**src/rtl/pwm_timer_pkg.sv**
```systemverilog
package pwm_timer_pkg;

  typedef enum logic [1:0] {
    CREG_CTRL   = 2'd0,
    CREG_DUTY   = 2'd1,
    CREG_PERIOD = 2'd2,
    CREG_COUNT  = 2'd3
  } chan_reg_e;

  typedef enum logic [1:0] {
    GREG_START  = 2'd0,
    GREG_STOP   = 2'd1,
    GREG_STATUS = 2'd2,
    GREG_NONE   = 2'd3
  } glob_reg_e;

  localparam int CTL_W    = 3;
  localparam int CTL_EN   = 0;
  localparam int CTL_INIT = 1;
  localparam int CTL_SD   = 2;

endpackage

```
**src/rtl/pwm_timer_rstsync.sv**
```systemverilog
module pwm_timer_rstsync (
  input  logic clk,
  input  logic rst_n,
  output logic rst_sync_n
);

  logic [1:0] sync_q;

  always_ff @(posedge clk or negedge rst_n) begin
    if (!rst_n) sync_q <= 2'b00;
    else        sync_q <= {sync_q[0], 1'b1};
  end

  assign rst_sync_n = sync_q[1];

endmodule

```
**src/rtl/pwm_timer_wave.sv**
```systemverilog
module pwm_timer_wave #(
  parameter int CW = 16
) (
  input  logic          clk,
  input  logic          rst_n,
  input  logic [CW-1:0] cnt,
  input  logic [CW-1:0] duty,
  input  logic [CW-1:0] period,
  input  logic          out_en,
  input  logic          init_lvl,
  input  logic          abrupt,
  input  logic          run,
  input  logic          wrap,
  output logic          out
);

  logic hold_q, hold_d;
  logic phase, drive;

  // Deferred-shutdown flag: set while enabled, dropped at the end of the period
  always_comb begin
    if (out_en)                    hold_d = 1'b1;
    else if (abrupt || wrap || !run) hold_d = 1'b0;
    else                           hold_d = hold_q;
  end

  always_ff @(posedge clk or negedge rst_n) begin
    if (!rst_n) hold_q <= 1'b0;
    else        hold_q <= hold_d;
  end

  always_comb begin
    phase = (cnt >= duty) && (duty <= period);
    drive = out_en || (hold_q && !abrupt);
    out   = drive ? (init_lvl ^ phase) : init_lvl;
  end

  AST_DUTY_PARKED: assert property (@(posedge clk) disable iff (!rst_n)
    (duty > period) |-> (out == init_lvl));
  AST_ABRUPT_OFF: assert property (@(posedge clk) disable iff (!rst_n)
    (!out_en && abrupt) |-> (out == init_lvl));
  AST_DEFER_ENDS: assert property (@(posedge clk) disable iff (!rst_n)
    (wrap && !out_en) |=> (out_en || out == init_lvl));

endmodule

```
**src/rtl/pwm_timer_chan.sv**
```systemverilog
module pwm_timer_chan
  import pwm_timer_pkg::*;
#(
  parameter int CW = 16
) (
  input  logic          clk,
  input  logic          rst_n,
  input  logic          tick,
  input  logic          run,
  input  logic          wr_en,
  input  chan_reg_e     wr_sel,
  input  logic [CW-1:0] wdata,
  input  chan_reg_e     rd_sel,
  output logic [CW-1:0] rdata,
  output logic          out
);

  logic [CW-1:0]    cnt_q, cnt_d;
  logic [CW-1:0]    duty_q, duty_d;
  logic [CW-1:0]    period_q, period_d;
  logic [CTL_W-1:0] ctrl_q, ctrl_d;
  logic             cnt_wr, wrap;

  always_comb begin
    cnt_wr   = wr_en && (wr_sel == CREG_COUNT);
    wrap     = run && tick && !cnt_wr && (cnt_q == period_q);
    cnt_d    = cnt_q;
    duty_d   = duty_q;
    period_d = period_q;
    ctrl_d   = ctrl_q;
    if (cnt_wr)           cnt_d = wdata;
    else if (wrap)        cnt_d = '0;
    else if (run && tick) cnt_d = cnt_q + 1'b1;
    if (wr_en && wr_sel == CREG_DUTY)   duty_d   = wdata;
    if (wr_en && wr_sel == CREG_PERIOD) period_d = wdata;
    if (wr_en && wr_sel == CREG_CTRL)   ctrl_d   = wdata[CTL_W-1:0];
  end

  always_ff @(posedge clk or negedge rst_n) begin
    if (!rst_n) begin
      cnt_q    <= '0;
      duty_q   <= '0;
      period_q <= '0;
      ctrl_q   <= '0;
    end else begin
      cnt_q    <= cnt_d;
      duty_q   <= duty_d;
      period_q <= period_d;
      ctrl_q   <= ctrl_d;
    end
  end

  always_comb begin
    rdata = '0;
    unique case (rd_sel)
      CREG_CTRL:   rdata[CTL_W-1:0] = ctrl_q;
      CREG_DUTY:   rdata = duty_q;
      CREG_PERIOD: rdata = period_q;
      CREG_COUNT:  rdata = cnt_q;
    endcase
  end

  pwm_timer_wave #(.CW(CW)) u_wave (
    .clk      (clk),
    .rst_n    (rst_n),
    .cnt      (cnt_q),
    .duty     (duty_q),
    .period   (period_q),
    .out_en   (ctrl_q[CTL_EN]),
    .init_lvl (ctrl_q[CTL_INIT]),
    .abrupt   (ctrl_q[CTL_SD]),
    .run      (run),
    .wrap     (wrap),
    .out      (out)
  );

  AST_WRAP_TO_ZERO: assert property (@(posedge clk) disable iff (!rst_n)
    wrap |=> (cnt_q == '0));
  AST_COUNT_STEP: assert property (@(posedge clk) disable iff (!rst_n)
    (run && tick && !cnt_wr && cnt_q != period_q) |=> (cnt_q == CW'($past(cnt_q) + 1'b1)));
  AST_IDLE_HOLDS: assert property (@(posedge clk) disable iff (!rst_n)
    (!run && !cnt_wr) |=> $stable(cnt_q));
  AST_SW_COUNT: assert property (@(posedge clk) disable iff (!rst_n)
    cnt_wr |=> (cnt_q == $past(wdata)));

endmodule

```
**src/rtl/pwm_timer_bank.sv**
```systemverilog
module pwm_timer_bank
  import pwm_timer_pkg::*;
#(
  parameter int NCH = 8,
  parameter int CW  = 16,
  localparam int CHW = (NCH > 1) ? $clog2(NCH) : 1,
  localparam int AW  = CHW + 3
) (
  input  logic           clk,
  input  logic           rst_n,
  input  logic [NCH-1:0] tick,
  input  logic [AW-1:0]  bus_addr,
  input  logic [CW-1:0]  bus_wdata,
  input  logic           bus_we,
  output logic [CW-1:0]  bus_rdata,
  output logic [NCH-1:0] pwm_out
);

  logic           rst_sync_n;
  logic [NCH-1:0] run_q, run_d;
  logic           glob_space;
  logic [CHW-1:0] ch_idx;
  logic           ch_valid;
  chan_reg_e      ch_reg;
  glob_reg_e      g_reg;
  logic           start_wr, stop_wr;
  logic [CW-1:0]  ch_rdata [NCH];

  pwm_timer_rstsync u_rst (
    .clk        (clk),
    .rst_n      (rst_n),
    .rst_sync_n (rst_sync_n)
  );

  always_comb begin
    glob_space = bus_addr[AW-1];
    ch_idx     = bus_addr[AW-2:2];
    ch_valid   = !glob_space && (int'(ch_idx) < NCH);
    ch_reg     = chan_reg_e'(bus_addr[1:0]);
    g_reg      = glob_reg_e'(bus_addr[1:0]);
    start_wr   = bus_we && glob_space && (g_reg == GREG_START);
    stop_wr    = bus_we && glob_space && (g_reg == GREG_STOP);
  end

  always_comb begin
    run_d = run_q;
    if (start_wr) run_d = run_q | bus_wdata[NCH-1:0];
    if (stop_wr)  run_d = run_q & ~bus_wdata[NCH-1:0];
  end

  always_ff @(posedge clk or negedge rst_sync_n) begin
    if (!rst_sync_n) run_q <= '0;
    else             run_q <= run_d;
  end

  for (genvar g = 0; g < NCH; g++) begin : g_chan
    logic sel_wr;
    assign sel_wr = bus_we && ch_valid && (int'(ch_idx) == g);
    pwm_timer_chan #(.CW(CW)) u_chan (
      .clk    (clk),
      .rst_n  (rst_sync_n),
      .tick   (tick[g]),
      .run    (run_q[g]),
      .wr_en  (sel_wr),
      .wr_sel (ch_reg),
      .wdata  (bus_wdata),
      .rd_sel (ch_reg),
      .rdata  (ch_rdata[g]),
      .out    (pwm_out[g])
    );
  end

  always_comb begin
    bus_rdata = '0;
    if (glob_space) begin
      if (g_reg == GREG_STATUS) bus_rdata[NCH-1:0] = run_q;
    end else begin
      for (int i = 0; i < NCH; i++)
        if (int'(ch_idx) == i) bus_rdata = ch_rdata[i];
    end
  end

  AST_START_SETS: assert property (@(posedge clk) disable iff (!rst_sync_n)
    start_wr |=> ((run_q & $past(bus_wdata[NCH-1:0])) == $past(bus_wdata[NCH-1:0])));
  AST_STOP_CLEARS: assert property (@(posedge clk) disable iff (!rst_sync_n)
    stop_wr |=> ((run_q & $past(bus_wdata[NCH-1:0])) == '0));
  AST_RUN_QUIET: assert property (@(posedge clk) disable iff (!rst_sync_n)
    (!start_wr && !stop_wr) |=> $stable(run_q));

endmodule

```
**config.mk**
```make
export PLATFORM = sky130hd
export DESIGN_NAME = pwm_timer_bank
export DESIGN_NICKNAME = d
export VERILOG_FILES = /design/src/rtl/pwm_timer_pkg.sv /design/src/rtl/pwm_timer_rstsync.sv /design/src/rtl/pwm_timer_wave.sv /design/src/rtl/pwm_timer_chan.sv /design/src/rtl/pwm_timer_bank.sv
export SDC_FILE = /design/constraint.sdc
export NUM_CORES = 1
export LEC_CHECK = 0
export CORE_MARGIN = 5
export CORE_UTILIZATION = 40
export DETAILED_ROUTE_END_ITERATION = 8
export DONT_BUFFER_PORTS = 1
export PLACE_DENSITY = 0.66
export SYNTH_ARGS = -nofsm -noshare
export SYNTH_HDL_FRONTEND = slang
export SYNTH_SLANG_ARGS = --single-unit
```
**constraint.sdc**
```tcl
create_clock -name clk -period 39.6 [get_ports clk]
set_clock_uncertainty 0.1 [all_clocks]
set_input_delay 9.9 -clock clk [delete_from_list [all_inputs] [get_ports clk]]
set_output_delay 9.9 -clock clk [all_outputs]
set_load 0.02 [all_outputs]
```
## After elaboration in Yosys (flattened, before gate mapping)

Index checks and enable logic that the tools add are counted.

- Flip-flop bits (word level): 426
- Latch bits: 0
- RAM bits: 0
- ROM bits: 0
- Output and inout port bits: 24
- Memories: 0

- Add/subtract/negate cells: 8
- $mul: 0
- Div/mod/pow operators: 0
- Magnitude comparators: 16
- Equal/unequal tests: 18
- Shift-type cells: 0
- Multiplexer cells: 77
- Bitwise logic cells: 11
- Reductions and logical operators: 152

Operator list:

| operator | count |
|---|---|
| $mux 16 | 32 |
| $pmux 13 s3 | 8 |
| $add 16x1->16 const B | 8 |
| $eq 16x16->1 | 8 |
| $ge 16x16->1 | 8 |
| $le 16x16->1 | 8 |
| $pmux 3 s4 | 8 |
| $logic_and 1x1->1 | 84 |
| $mux 8 | 5 |
| $logic_not 1->1 | 25 |
| $logic_or 1x1->1 | 24 |
| $mux 1 | 24 |
| $reduce_bool 3->1 | 8 |
| $reduce_bool 2->1 | 9 |
| $eq 3x3->1 const B | 4 |
| $and 8x8->8 | 1 |
| $not 8->8 | 1 |
| $or 8x8->8 | 1 |
| $xor 1x1->1 | 8 |
| $eq 3x2->1 const B | 2 |
| $eq 2x2->1 const B | 2 |
| $eq 3x1->1 const B | 1 |
| $logic_not 3->1 | 1 |
| $eq 2x1->1 const B | 1 |
| $logic_not 2->1 | 1 |

## Longest topological paths before layout

Gate-level depths: netlist (run 1).

- Depth after elaboration: 11
- Depth in mapped cells: 10
- Gate-level depth less buffers: 8

## Cells and area by module

Synthesis (run 1) repeated with hierarchy kept, for this count alone.

- Cells, all modules: 3222
- Area, all modules: 31477.7 um^2

By module, submodules not included:

| module | times used | cells each | area each (um^2) |
|---|---|---|---|
| pwm_timer_chan | 8 | 251 | 2830.2 |
| pwm_timer_wave at g_chan[0].u_chan.u_wave ... | 5 | 119 | 882.1 |
| pwm_timer_wave at g_chan[5].u_chan.u_wave ... | 3 | 114 | 860.8 |
| pwm_timer_bank | 1 | 274 | 1789.2 |
| pwm_timer_rstsync | 1 | 3 | 53.8 |

## Worst setup path before layout (run 1)

No wires, ideal clock.

- Path kind: input to output
- Start point: input bus_addr[2]
- End point: output bus_rdata[12]
- Arrival: 11.626 ns
- Required time: 29.600 ns
- Path slack: 17.974 ns
- Stages on the path: 8
- Path buffers: 4
- Cells stage by stage: buf_2 -> clkbuf_1 -> and3_1 -> clkbuf_1 -> clkbuf_1 -> a21oi_1 -> o21ai_0 -> nor3b_1

- Longest elaborated chain between the ends: 10

RTL lines:

| element | line | text |
|---|---|---|
| start: declaration | pwm_timer_bank.sv:12 | `input logic [AW-1:0] bus_addr,` |
| $logic_not 3->1 | pwm_timer_bank.sv:79 | `if (int'(ch_idx) == i) bus_rdata = ch_rdata[i];` |
| $mux 16 (7 in a row) | pwm_timer_bank.sv:79 |  |
| $mux 16 (*) | pwm_timer_bank.sv:79 |  |
| $mux 8 (*) | pwm_timer_bank.sv:75 | `if (glob_space) begin` |
| end: declaration | pwm_timer_bank.sv:15 | `output logic [CW-1:0] bus_rdata,` |

Mark *: on every way between the ends. The rest lies on a longest branch, timed or not.

## Worst setup path in the final report (run 1)

- Start point: input bus_addr[1]
- End point: output bus_rdata[11]

- Longest elaborated chain between the ends: 11

RTL lines:

| element | line | text |
|---|---|---|
| $eq 2x2->1 / $eq 2x1->1 (equally long branches) | pwm_timer_chan.sv:55 | `unique case (rd_sel)` |
| $pmux 13 s3 | pwm_timer_chan.sv:55 |  |
| $mux 16 (7 in a row) | pwm_timer_bank.sv:79 |  |
| $mux 16 (*) | pwm_timer_bank.sv:79 |  |
| $mux 8 (*) | pwm_timer_bank.sv:75 |  |

Marked as above.

==> results.ini, run 1 <==
[outcome]
status=complete, no violations

[sta]
relSlewSlack_pct=20.16
timing.final.ws_setup_ns=16.84
setup_violations=0
clock.fmax_mhz=43.93
period_minus_slack_ns=22.76
hold_violations=0
period_share_pct=57.48
maxSlewViolCount=0
tightest_slew_ns=1.198
grt_setup_unrepaired=no
finalSetupTns_ns=0

[finish]
design_area_um2=32550
nets=3459
fill_cells=7300
post-route-util_pct=43.00
drive_gt1_share_pct=11.09
syn2layout_area_growth_pct=7.106

[route]
viasPerCell=6.132
drt_wl_total_um=103100
first_iter_violations=3043
wire_per_inst_um=24.67
drt_first_pass_iters=7
drtAntennaViolNets=0
drc=0
vias=25640

[setup_path]
r2r_slack_ns=36.26
endpoint=bus_rdata[11]
r2r-start=u_rst.sync_q[1]
cp-startpoint=bus_addr[1]
required_ns=29.60
worstPathArrival_ns=12.76
cp-start-kind=input port
crit_type=in -> out
cp-end-kind=output pin
r2r_end=g_chan[6].u_chan.cnt_q[1]
critPathMaxFanout=175
r2r_cells=3

[floorplan]
core-area_um2=75700
die_h_um=285.6
fp-row-count=101
die_x_um=285.6
dieArea_um2=81590
ios=57
start_util_pct=40.15

[clock_tree]
cts_tree=yes
cts_buffer_depth=3
cts_buffers=49
cts-resized-gates=0
path_clk_slew_ns=0.06
clock_latency_ns=0.60
clock-root-buffer=clkbuf_16
cts_hold_buf=0
post_cts_buffers=0
h-tree-depth=2
cts_sinks=426

[grt]
grt_overflow_total=0
grt_max_degree=176
first_global_vias=24230
globalRouteTotalUtil_pct=24.51
antenna_found_initial=1
grt_pass1_wl_um=155300

[synthesis]
synth_edf_count=0
netlist_area_um2=30390
yosysWarnings=0
syn_area_per_cell_um2=9.168
ys_types=82
synth_cells=3315
synth_flop_cell=dfrtp_1
synth-compound-area-share_pct=18.63
synth_seq_cells=426
synth_xor_xnor_area_share_pct=5.360
synth-simple-area-share_pct=12.66
synthArstFlopShare_pct=100.0
syn_nets=3612
synth_fa_ha_area_share_pct=10.87
muxShareOfSynthArea_pct=10.31
synth_top_family_by_area=compound AO/OA/AOI/OAI gates
seq_area_frac_synth_pct=35.08

[placed_design]
place.gp.congestion=0.9815
io_buffer_count=0
pre_cts_slack_ns=17.17
hpwl_um=71540
placed_area_um2=30780

[min_path]
hold_class=reg -> async

[pwr]
irDropWorstVdd_mv=0.03330
power.density_nw_per_um2=53.36
leakage_uw=0.01437

[run]
drv_cap=0

cell usage after synthesis, types with 10 or more instances:
| library cell | number | area share (%) |
|---|---|---|
| nand2b_1 | 13 | 0.27 |
| a211oi_1 | 35 | 0.86 |
| a221oi_1 | 37 | 1.1 |
| nor2_1 | 113 | 1.4 |
| xnor2_1 | 164 | 4.7 |
| buf_1 | 11 | 0.14 |
| nor4_1 | 23 | 0.47 |
| a21oi_1 | 159 | 2.6 |
| mux2_2 | 186 | 6.9 |
| nor3b_1 | 17 | 0.42 |
| nor2b_1 | 26 | 0.54 |
| o22ai_1 | 42 | 0.86 |
| mux4_2 | 23 | 1.7 |
| xor2_1 | 22 | 0.63 |
| inv_1 | 304 | 3.8 |
| and2_1 | 13 | 0.27 |
| o211ai_1 | 19 | 0.47 |
| ha_1 | 264 | 11 |
| o21ai_1 | 17 | 0.28 |
| mux2i_1 | 52 | 1.7 |
| a21o_1 | 45 | 1.1 |
| clkbuf_1 | 123 | 1.5 |
| nand2_1 | 265 | 3.3 |
| nand3_1 | 79 | 1.3 |
| and3_1 | 32 | 0.66 |
| o21ai_0 | 287 | 4.7 |
| a221o_1 | 19 | 0.63 |
| a22oi_1 | 91 | 2.2 |
| nor3_1 | 36 | 0.59 |
| o21a_1 | 17 | 0.42 |
| buf_4 | 17 | 0.42 |
| dfrtp_1 | 426 | 35 |
| nand4_1 | 75 | 1.5 |
| o221ai_1 | 11 | 0.32 |
| buf_2 | 69 | 1.1 |
| and4_1 | 10 | 0.29 |
| a31oi_1 | 28 | 0.58 |
worst max-delay path, stage by stage:
cell and delay (ns):
nor2b_1 0.85, a221oi_1 0.24, o22ai_1 0.24, a221oi_1 0.18, o21ai_0 0.27, nor3b_1 0.91
flip-flops by register name (all words and copies together) (netlist names), named ones only:
name	flops
g_chan.u_chan.period_q	128
u_rst.sync_q	2
g_chan.u_chan.cnt_q	128
g_chan.u_chan.u_wave.hold_q	8
g_chan.u_chan.duty_q	128
g_chan.u_chan.ctrl_q	24
layer usage:
metal	up-vias	part of all wire, %	GRT usage, %
li1	11680	-	-
met1	12530	42	33.02
met4	0	4.3	9.048
met5	-	0	0
met3	268	9.9	6.932
met2	1168	44	37.69
layout make-up:
class / count / area, um^2 / area share, %
Multi-Input combinational cell: 2360 / 17590 / 54.05
Sequential cell: 426 / 10660 / 32.76
Clock buffer: 71 / 1461 / 4.490
Tap cell: 978 / 1224 / 3.759
Inverter: 305 / 1145 / 3.517
Clock inverter: 19 / 306.5 / 0.9418
Timing Repair Buffer: 20 / 150.1 / 0.4613
Antenna cell: 2 / 5.005 / 0.01538
power breakdown:
| part | internal [uW] | total (uW) | leakage (uW) | switching [uW] |
|---|---|---|---|---|
| Combinational | 251 | 538 | 0.00818 | 286 |
| Sequential | 522 | 693 | 0.00531 | 171 |
| Clock | 308 | 506 | 0.000876 | 198 |
| Total | 1080 | 1740 | 0.0144 | 655 |
stage by stage:
step	cells	power, uW	hold WS [ns]
after global placement	4089	1207	0.2014
after global routing	4179	1837	0.2328
after floorplan	3315	1058	0.2312
after CTS	4179	1730	0.2098
after detailed placement	4089	1219	0.2051
final	4181	1737	0.1808
worst min path at each step:
stage               startpoint                          to  slack [ns]  cells past startpoint
6_report       u_rst.sync_q[1]  g_chan[2].u_chan.cnt_q[11]        0.18                      0
5_1_grt        u_rst.sync_q[1]   g_chan[2].u_chan.cnt_q[9]        0.23                      0
4_1_cts        u_rst.sync_q[1]  g_chan[2].u_chan.duty_q[0]        0.21                      0
3_5_place_dp   u_rst.sync_q[1]  g_chan[2].u_chan.cnt_q[11]        0.21                      0
3_3_place_gp   u_rst.sync_q[1]  g_chan[2].u_chan.cnt_q[10]        0.20                      0
2_1_floorplan  u_rst.sync_q[0]             u_rst.sync_q[1]        0.23                      0
logic make-up after synthesis:
family / after synthesis
compound gates: 889
xor+xnor: 186
fa+ha+maj: 264
buf+inv: 529
flops: 426
mux: 261
other cells: 1
simple gates: 759
placed cells by master (no fill, tap or decap), types with 23 or more instances in the layout:
master	netlist	routed
a211oi_1	35	35
a21o_1	45	45
a21oi_1	159	159
a221oi_1	37	37
a22oi_1	91	91
a31oi_1	28	28
and3_1	32	32
clkbuf_16	0	51
dfrtp_1	426	425
ha_1	264	264
inv_1	304	304
mux2_2	186	186
mux2i_1	52	52
mux4_2	23	23
nand2_1	265	265
nand3_1	79	79
nand4_1	75	75
nor2_1	113	109
nor2b_1	26	25
nor3_1	36	36
nor4_1	23	23
o21ai_0	287	287
o22ai_1	42	42
xnor2_1	164	164
(Power assumes the default switching activity.)
==> run 2, diff against run 1 <==
clock period = 21.3 ns   (was 39.6 ns; I/O delays follow)
==> run 2 against run 1 <==
Effect of this change:
- via count grew 0.53%
- design area shrank 0.68%
- register-to-register slack got worse by 18 ns
- core utilization down 0.29 points
- sequential power up 86%
- non-clock buffer count unchanged
- combinational power is 85% higher
- worst setup slack lost 9.3 ns
- total power rose by 80%
- critical path depth unchanged
- highest routed layer unchanged
- largest power group unchanged
==> results.ini, run 2 (same netlist as run 1, synthesis figures left out) <==
[setup_path]
crit_type=in -> out
required_ns=15.88
r2r_slack_ns=18.01
cpPeakStageDelay_ns=0.93
r2r_end=g_chan[6].u_chan.cnt_q[11]
cp_cell_sequence=nor2b_1 -> a221oi_1 -> o22ai_1 -> a221oi_1 -> o21ai_0 -> nor3b_1
path_common_cell=a221oi_1
critPathMaxFanout=175
critPathSlowestCell=nor3b_1
worstPathArrival_ns=8.29
cp-start-kind=input port
cp-end-kind=output pin
r2r-start=u_rst.sync_q[1]
r2r_cells=3

[clock_tree]
cts_sinks=426
h-tree-depth=2
cts_buffers=48
cts_tree=yes
clock-root-buffer=clkbuf_16
clock_latency_ns=0.60
path_clk_slew_ns=0.06
post_cts_buffers=0
cts_buffer_depth=3
cts_hold_buf=0
cts-resized-gates=0

[grt]
antenna_found_initial=4
grt_pass1_wl_um=155800
grt_overflow_total=0
first_global_vias=24310
globalRouteTotalUtil_pct=24.51
grt_max_degree=176

[route]
vias=25770
drt_wl_total_um=103100
drt_first_pass_iters=6
drc=0
drtAntennaViolNets=0
first_iter_violations=3115
wire_per_inst_um=24.69
viasPerCell=6.170

[min_path]
hold_class=reg -> async

[run]
drv_cap=0

[sta]
tightest_slew_ns=1.156
relSlewSlack_pct=22.83
period_minus_slack_ns=13.71
whs_ns=0.1719
maxSlewViolCount=0
setup_violations=0
hold_violations=0
period_share_pct=64.38
finalSetupTns_ns=0
clock.fmax_mhz=72.92
grt_setup_unrepaired=no

[placed_design]
io_buffer_count=0
place.gp.congestion=0.9837
hpwl_um=71520

[floorplan]
start_util_pct=40.15
die_x_um=285.6
fp-row-count=101
ios=57
dieArea_um2=81590
core-area_um2=75700
die_h_um=285.6

[pwr]
power.density_nw_per_um2=96.62
leakage_uw=0.01426
irDropWorstVdd_mv=0.06957
finalPower_uw=3123

[finish]
syn2layout_area_growth_pct=6.373
nets=3458
layout_common_cells=dfrtp_1, inv_1, o21ai_0
drive_gt1_share_pct=10.85
mostFrequentLayoutCell=dfrtp_1
reg.largest.list=g_chan.u_chan.cnt_q: 128 flops, g_chan.u_chan.duty_q: 128 flops, g_chan.u_chan.period_q: 128 flops

[outcome]
status=complete, no violations

[run 2: changes by cell type in the layout (fill, tap and decap cells not counted), sizes merged]
| cell | change |
|---|---|
| inv | -2 |
| bufinv | -6 |
| diode | -1 |
| clkinv | +1 |
| clkinvlp | +1 |
| clkbuf | +3 |
[run 2: critical path: cells and delay by family]
kind / cells / cell delay (ns)
AND/OR/NAND/NOR: 2 / 1.83
AO/OA/AOI/OAI: 4 / 0.94
[run 2: worst max path at each step]
stage                    startpoint       endpoint  cells after the start
detailed placement      bus_addr[1]  bus_rdata[12]                      6
global route            bus_addr[1]  bus_rdata[12]                      6
floorplan           u_rst.sync_q[1]      async pin                      0
global placement        bus_addr[1]   bus_rdata[9]                      6
finish                  bus_addr[1]  bus_rdata[11]                      6
CTS                     bus_addr[1]   bus_rdata[8]                      7
[run 2: power by group]
part           total [uW]  internal (uW)  switching, uW
Combinational         996            467            529
Sequential           1290            971            318
Clock                 839            484            354
[run 2: per-stage QoR]
| step | worst slack (ns) | instances | util [%] | area [um^2] |
|---|---|---|---|---|
| 2_1_floorplan | 8.448 | 3315 | - | 30390 |
| 3_3_place_gp | 7.967 | 4089 | 40.66 | 30780 |
| 3_5_place_dp | 7.993 | 4089 | 40.66 | 30780 |
| 4_1_cts | 8.010 | 4176 | 42.70 | 32320 |
| 5_1_grt | 7.635 | 4176 | 42.70 | 32320 |
| 6_report | 7.586 | 4177 | 42.71 | 32330 |
[run 2: layout make-up]
| cell class | count | area [um^2] |
|---|---|---|
| diodes | 1 | 2.502 |
| flip-flops and latches | 426 | 10660 |
| clock buffers | 74 | 1430 |
| inverters | 305 | 1145 |
| clock inverters | 13 | 117.6 |
| repair buffers | 20 | 150.1 |
| fillers | 7386 | 43370 |
| multi-input cells | 2360 | 17590 |
| well taps | 978 | 1224 |
[run 2: routing by layer]
layer	GRT usage [%]	wire, um	up-vias
li1	-	-	11660
met1	33.10	42910	12740
met2	37.58	45460	1115
met3	6.566	9890	266
met4	9.681	4852	0
met5	0	0	-
